===== src/rtl/tmr_chan_pkg.sv =====
package tmr_chan_pkg;

   typedef enum logic [1:0] {
      MODE_INTERVAL = 2'd0,
      MODE_CAPTURE  = 2'd1,
      MODE_FREE     = 2'd2,
      MODE_FREE_ALT = 2'd3
   } mode_e;

   function automatic logic mode_has_irq(mode_e m);
      return (m == MODE_INTERVAL) || (m == MODE_CAPTURE);
   endfunction

endpackage


===== src/rtl/tmr_run_ctl.sv =====
module tmr_run_ctl (
   input  logic clk,
   input  logic rst_n,
   input  logic run_en,
   output logic start,
   output logic active
);
   logic run_q;

   always_ff @(posedge clk or negedge rst_n) begin
      if (!rst_n) run_q <= 1'b0;
      else        run_q <= run_en;
   end

   assign start  = run_en & ~run_q;
   assign active = run_en &  run_q;
endmodule


===== src/rtl/tmr_cap_edge.sv =====
module tmr_cap_edge #(
   parameter int SYNC_STAGES = 0
) (
   input  logic clk,
   input  logic rst_n,
   input  logic cap_in,
   input  logic edge_sel,
   output logic hit
);
   logic cap_s;
   logic prev_q;

   generate
      if (SYNC_STAGES < 0 || SYNC_STAGES > 4) begin : g_bad_sync
         $error("tmr_cap_edge: SYNC_STAGES must be 0..4");
      end
      if (SYNC_STAGES == 0) begin : g_direct
         assign cap_s = cap_in;
      end else begin : g_sync
         logic [SYNC_STAGES-1:0] chain_q;
         always_ff @(posedge clk or negedge rst_n) begin
            if (!rst_n) chain_q <= '0;
            else        chain_q <= {chain_q[SYNC_STAGES-1:0], cap_in} >> 0;
         end
         assign cap_s = chain_q[SYNC_STAGES-1];
      end
   endgenerate

   always_ff @(posedge clk or negedge rst_n) begin
      if (!rst_n) prev_q <= 1'b0;
      else        prev_q <= cap_s;
   end

   assign hit = edge_sel ? (prev_q & ~cap_s) : (~prev_q & cap_s);
endmodule


===== src/rtl/tmr_count_core.sv =====
module tmr_count_core
   import tmr_chan_pkg::*;
#(
   parameter int CNT_W = 16
) (
   input  logic             clk,
   input  logic             rst_n,
   input  logic             start,
   input  logic             active,
   input  mode_e            mode,
   input  logic [CNT_W-1:0] reload,
   input  logic             start_irq_en,
   input  logic             cap_hit,
   output logic [CNT_W-1:0] cap_val,
   output logic             evt,
   output logic             tog
);
   localparam logic [CNT_W-1:0] ONE = CNT_W'(1);

   logic [CNT_W-1:0] cnt_q, cnt_d, cap_d;

   always_comb begin
      cnt_d = cnt_q;
      cap_d = cap_val;
      evt   = 1'b0;
      tog   = 1'b0;
      if (start) begin
         case (mode)
            MODE_INTERVAL: begin
               cnt_d = reload;
               evt   = start_irq_en;
               tog   = start_irq_en;
            end
            MODE_CAPTURE: begin
               cnt_d = '0;
               evt   = start_irq_en;
            end
            default: cnt_d = '0;
         endcase
      end else if (active) begin
         case (mode)
            MODE_INTERVAL: begin
               if (cnt_q == '0) begin
                  cnt_d = reload;
                  evt   = 1'b1;
                  tog   = 1'b1;
               end else begin
                  cnt_d = cnt_q - ONE;
               end
            end
            MODE_CAPTURE: begin
               if (cap_hit) begin
                  cap_d = cnt_q;
                  cnt_d = '0;
                  evt   = 1'b1;
               end else begin
                  cnt_d = cnt_q + ONE;
               end
            end
            default: cnt_d = cnt_q + ONE;
         endcase
      end
   end

   always_ff @(posedge clk or negedge rst_n) begin
      if (!rst_n) begin
         cnt_q   <= '0;
         cap_val <= '0;
      end else begin
         cnt_q   <= cnt_d;
         cap_val <= cap_d;
      end
   end
endmodule


===== src/rtl/tmr_chan.sv =====
module tmr_chan
   import tmr_chan_pkg::*;
#(
   parameter int CNT_W       = 16,
   parameter int SYNC_STAGES = 0
) (
   input  logic             clk,
   input  logic             rst_n,
   input  logic             run_en,
   input  logic [1:0]       mode,
   input  logic [CNT_W-1:0] reload_val,
   input  logic             start_irq_en,
   input  logic             out_en,
   input  logic             cap_in,
   input  logic             cap_edge_sel,
   output logic             irq,
   output logic             tout,
   output logic [CNT_W-1:0] cap_val
);
   generate
      if (CNT_W < 2 || CNT_W > 32) begin : g_bad_width
         $error("tmr_chan: CNT_W must be 2..32");
      end
   endgenerate

   logic start, active, cap_hit, core_evt, core_tog;

   tmr_run_ctl run_i (
      .clk    (clk),
      .rst_n  (rst_n),
      .run_en (run_en),
      .start  (start),
      .active (active)
   );

   tmr_cap_edge #(.SYNC_STAGES(SYNC_STAGES)) edge_i (
      .clk      (clk),
      .rst_n    (rst_n),
      .cap_in   (cap_in),
      .edge_sel (cap_edge_sel),
      .hit      (cap_hit)
   );

   tmr_count_core #(.CNT_W(CNT_W)) core_i (
      .clk          (clk),
      .rst_n        (rst_n),
      .start        (start),
      .active       (active),
      .mode         (mode_e'(mode)),
      .reload       (reload_val),
      .start_irq_en (start_irq_en),
      .cap_hit      (cap_hit),
      .cap_val      (cap_val),
      .evt          (core_evt),
      .tog          (core_tog)
   );

   always_ff @(posedge clk or negedge rst_n) begin
      if (!rst_n) begin
         irq  <= 1'b0;
         tout <= 1'b0;
      end else begin
         irq  <= core_evt;
         tout <= tout ^ (core_tog & out_en);
      end
   end
endmodule


===== config.mk =====
export PLATFORM = sky130hd
export DESIGN_NAME = tmr_chan
export DESIGN_NICKNAME = d
export VERILOG_FILES = /design/src/rtl/tmr_chan_pkg.sv /design/src/rtl/tmr_run_ctl.sv /design/src/rtl/tmr_cap_edge.sv /design/src/rtl/tmr_count_core.sv /design/src/rtl/tmr_chan.sv
export SDC_FILE = /design/constraint.sdc
export NUM_CORES = 1
export LEC_CHECK = 0
export CAP_MARGIN = 20
export CORE_MARGIN = 10
export CORE_UTILIZATION = 50
export DETAILED_ROUTE_END_ITERATION = 8
export DONT_BUFFER_PORTS = 1
export PLACE_DENSITY_LB_ADDON = 0.08
export SLEW_MARGIN = 20
export SYNTH_ARGS = -nofsm -noshare
export SYNTH_HDL_FRONTEND = slang
export SYNTH_SLANG_ARGS = --single-unit

===== constraint.sdc =====
create_clock -name clk -period 4.39 [get_ports clk]
set_clock_uncertainty 0.1 [all_clocks]
set_input_delay 0.878 -clock clk [delete_from_list [all_inputs] [get_ports clk]]
set_output_delay 0.878 -clock clk [all_outputs]
set_load 0.03 [all_outputs]

* After elaboration in Yosys (flattened, before gate mapping) *
Index checks and enable logic that the tools add are counted.

word-level totals
  bits in registers = 36
  memory bits (read-only) = 0
  bits of input ports = 25
  output and inout port bits = 18
  logic and storage cells = 41
  bits in latches = 0
  bits in writable memories = 0
  memories kept = 0

operators by class
  shift operators = 0
  divide/modulo/power cells = 0
  add/sub/neg operators = 2
  magnitude comparators = 0
  equal/unequal tests = 1
  multiplexer cells = 17
  reductions and logical operators = 5
  bitwise logic cells = 10
  multiply operators = 0

operators with widths
  kind                     number
  $mux W16                 5
  $pmux W16 S2             1
  $add A16 B1 Y16 const B  1
  $logic_not A16 Y1        1
  $sub A16 B1 Y16 const B  1
  $mux W1                  10
  $and A1 B1 Y1            5
  $not A1 Y1               4
  $reduce_and A4 Y1        1
  $eq A2 B1 Y1 const B     1
  $logic_not A2 Y1         1
  $pmux W1 S2              1
  $reduce_bool A2 Y1       1
  $reduce_or A2 Y1         1
  $xor A1 B1 Y1            1

* Longest topological paths before layout *
  depth after elaboration = 7
  depth in mapped cells = 8
  mapped depth without buffers = 7

* By module *
A second synthesis with hierarchy kept.

unflattened totals
  cell total of the unflattened synthesis = 286
  area, all modules = 2,590.0 um^2

modules (own cells, without submodules)
  module          sequential area each (um^2)  instances  area each (um^2)  cells an instance
  tmr_count_core  800.8                        1          2,438.6           275
  tmr_chan        50.0                         1          62.6              4
  tmr_cap_edge    25.0                         1          47.5              4
  tmr_run_ctl     25.0                         1          41.3              3

* Worst setup path after synthesis *
OpenSTA, ideal clock, no wires.

  path kind = input-to-reg
  start point = in cap_edge_sel
  end point = reg core_i.cap_val[10]
  data required time = 4.165 ns
  stages = 4
  arrival = 2.443 ns
  library setup time = 0.125 ns
  path buffers = 1
  setup slack = 1.722 ns
  cell sequence = or3b_2 -> a2111oi_4 -> buf_4 -> mux2_2

on the way
  longest elaborated chain between the ends = 2

RTL lines
  element                      RTL line              text
  start: declaration           tmr_chan.sv:15        input logic cap_edge_sel,
  $mux W1                      tmr_cap_edge.sv:34    assign hit = edge_sel ? (prev_q & ~cap_s) : (~prev_q & cap_s);
  $reduce_and A4 Y1 (no line)  n/a
  end signal: assignment       tmr_count_core.sv:71  cap_val <= cap_d;
  end: declaration             tmr_count_core.sv:14  output logic [CNT_W-1:0] cap_val,

No other way between the ends.
A chain may end at the register's enable or synchronous reset.

* Final worst setup path *
  start point = reg core_i.cnt_q[7]
  end point = reg core_i.cnt_q[10]

on the way
  longest elaborated chain between the ends = 5
  elaborated cells on any way between the ends = 8
  those cells by class = 2 x add/sub; 5 x mux; 1 x reduce/logical

RTL lines
  element                                        RTL line                                    text
  start: declaration                             tmr_count_core.sv:20                        logic [CNT_W-1:0] cnt_q, cnt_d, cap_d;
  start signal: assignment                       tmr_count_core.sv:70                        cnt_q <= cnt_d;
  $add A16 B1 Y16, or another cell as far along  tmr_count_core.sv:57, tmr_count_core.sv:60
  $mux W16 (on tied branches)                    tmr_count_core.sv:52, tmr_count_core.sv:43
  $pmux W16 S2 (*)                               tmr_count_core.sv:41                        case (mode)
  $mux W16 (*)                                   tmr_count_core.sv:40                        end else if (active) begin
  $mux W16 (*)                                   tmr_count_core.sv:27                        if (start) begin

Mark *: on every way between the ends. The rest lies on a longest branch, timed or not. The select of a mux whose other input is x is not followed.

==> out/summary.txt <==
Via count - 2,075
TritonCTS clock tree - yes
Seq cells post-synth - 36
Chip Width - 89.79 um
Final Cell Area - 0.002552 mm^2
Post-Syn Area - 0.002435 mm^2
Routed WL - 6.599 mm
Pre-antenna DRT Iters - 5
Simple-Gate Fraction of Synth Area - 0.2025
Multiplexer share of the synthesized area - 0.07400
Mean Syn Cell Area - 9.258 um^2
Xor/xnor share of the synthesized area - 0.04676
Buffers added on ports - 0
Status - finished clean
Combinational power share - 0.211
Fin nets - 276
Core Area - 0.004723 mm^2
Cts hold-fix bufs - 0
Initial core utilization - 0.5155
Overall Global Routing Usage - 0.1643
Setup Fix Bufs, Post-CTS - 0
Row count - 25
Mapped Cells - 263
Setup CP Type - register to register
Clock Path Buffers - 2
Global route overflow - 0
Min-delay worst type - input pin to async pin
Synthesized net count - 291
DIE HEIGHT - 89.79 um
GPL Wtd Cong - 0.8834
Net switching power - 0.3897 mW
Maxcap violations - 0
Die area - 0.008061 mm^2
Synth unique cells - 60
EDFF count, synth - 0
Worst-margin pin slew - 1.083 ns
Async set or reset register ratio after synthesis - 1.000
Minimum clock period - 2.670 ns
Main synth FF type - dfrtp_1
Antenna violations before repair - 0
Cell area power density - 427.9 mW/mm^2
Max Fclk - 0.3746 GHz
Filler Cell Count - 441
Vias/cell - 6.566
Arr. time, crit path - 2.75 ns
Worst hold margin - 0.1728 ns
# IOs - 43
Share of the yosys chip area belonging to registers - 0.3700
Static Leak - 1.007 nW
YS warnings - 0
P_int - 0.7025 mW
Startpoint types - register
Area growth, synth to finish - 4.831%
Seq pwr share - 0.495
Final hold vios - 0
Wirelength per Cell - 20.88 um
Maximum fanout along the worst path - 13
Compound-cell area share of the yosys netlist - 0.2287
Maximum VDD drop - 0.2515 mV
Clk sinks - 36
Largest family of logic cells by synthesized area - compound AO/OA/AOI/OAI gates
DRC viols - 0
Inserted Diodes - 0
Net Sw Frac - 0.3568
Largest net degree at the start of global routing - 37
Relative slew slack - 0.2760
Final HPWL DP - 4.804 mm
Setup TNS - 0 ns
Clock Tree Root - clkbuf_8
Final period utilization - 0.6081
Vias in the first global route - 2,005
Adder-Cell Fraction of Synth Area - 0.01542
Footprint of the multi-input gates - 0.001381 mm^2
CP endpoint kind - register
Antenna viol nets, final - 0
Reg area - 900.9 um^2
Post-DP Area - 0.002426 mm^2
Max Transition Viols Final - 0
TritonCTS Buffers - 5
Layout cell share with drive strength beyond 1 - 0.1647
Clk slew on worst S/H paths - 0.07 ns
First-pass GRT wire length - 10.97 mm
Unrepaired setup endpoints after global routing - false
WP data required - 4.47 ns
CTS HTree Levels - 2
Clock power share - 0.294
Worst-Skew Late Latency - 0.29 ns
Iter 0 DRT Violations - 238
Post-cts sizing count - 0
Endpoints failing setup - 0
per-stage QoR:
step,setup slack (ns),total power [mW],utilization,cells
final,1.720,1.092,0.5404,316
after detailed placement,1.721,0.7746,0.5136,308
after floorplan,1.722,0.7260,-,263
after global placement,1.737,0.7727,0.5136,308
after CTS,1.743,1.097,0.5404,316
after global routing,1.566,1.155,0.5404,316
cell type report:
cell class	count	share of cell area
Clock buffer	7	0.03775
Multi-Input combinational cell	192	0.5412
Clock inverter	1	0.01176
Timing Repair Buffer	3	0.008824
Tap cell	67	0.03284
Inverter	10	0.01471
Sequential cell	36	0.3529
critical path, stage by stage (launching register included):
cell	delay (ns)
dfrtp_1	0.53
nor4_1	0.62
nand4_1	0.50
buf_4	0.34
o21ai_0	0.15
a21oi_1	0.06
a211o_1	0.26
power groups by stage:
stage / clock (mW) / sequential (mW) / combinational [mW]
6_report: 0.321 / 0.540 / 0.231
2_1_floorplan: 0 / 0.488 / 0.238
5_1_grt: 0.346 / 0.551 / 0.258
4_1_cts: 0.327 / 0.540 / 0.230
3_5_place_dp: 0 / 0.546 / 0.228
3_3_place_gp: 0 / 0.547 / 0.226
worst paths after layout:
check	from	to	slack (ns)	cells after the start
worst max-delay path	core_i.cnt_q[7]	core_i.cnt_q[10]	1.72	6
worst max register to register	core_i.cnt_q[7]	core_i.cnt_q[10]	1.72	6
worst min register to register	core_i.cnt_q[15]	core_i.cap_val[15]	0.52	1
min in group clk	cap_in	edge_i.prev_q	0.51	0
worst min-delay path	rst_n	core_i.cap_val[3]	0.17	0
max in group asynchronous	rst_n	core_i.cnt_q[6]	3.93	0
placed cells by master, fill, tap and decap left out, types with 3 or more instances in the layout:
cell / n
a22o_1: 3
o211ai_1: 3
clkbuf_8: 7
and4_1: 3
nand2_1: 15
inv_1: 10
buf_4: 3
o21ai_0: 11
mux2_2: 15
a21oi_1: 13
or3_1: 4
a31oi_1: 5
nand3_1: 14
dfrtp_1: 36
nor3_1: 6
nand4_1: 4
nor2_1: 11
o221ai_1: 3
nor4_1: 9
a211o_1: 4
ha_1: 3
o31ai_1: 3
xnor2_1: 11
o22ai_1: 3
synth_stat cells (all sizes together) (5+ instances only):
| cell type | number | area (um^2) |
|---|---|---|
| xnor2 | 11 | 96.34 |
| inv | 10 | 37.54 |
| nor3 | 6 | 30.03 |
| clkbuf | 15 | 56.30 |
| nor2 | 11 | 41.29 |
| o21ai | 11 | 55.05 |
| o211ai | 5 | 47.54 |
| buf | 10 | 58.81 |
| a21oi | 13 | 65.06 |
| nor4 | 9 | 56.30 |
| dfrtp | 36 | 900.9 |
| mux2 | 16 | 180.2 |
| a31oi | 5 | 31.28 |
| nand3 | 14 | 70.07 |
| nand2 | 15 | 56.30 |
cells by family after synthesis:
logic type	after synthesis
AND/OR/NAND/NOR	86
flip-flops	36
AO/OA/AOI/OAI	74
XOR/XNOR	13
multiplexers	16
buffers and inverters	35
adder cells (fa/ha/maj)	3
metal layers:
layer / vias to the layer above / GRT usage / wire length (um)
li1: 962 / - / -
met1: 1012 / 0.2165 / 2843
met2: 93 / 0.2518 / 3103
met3: 8 / 0.04655 / 548
met4: 0 / 0.05256 / 103
met5: - / 0 / 0
state kept, by name (all words and copies together) (netlist names):
signal and count:
core_i.cap_val 16, core_i.cnt_q 16, edge_i.prev_q 1, irq 1, run_i.run_q 1, tout 1
Note: power is estimated with default switching activity, not from simulation.
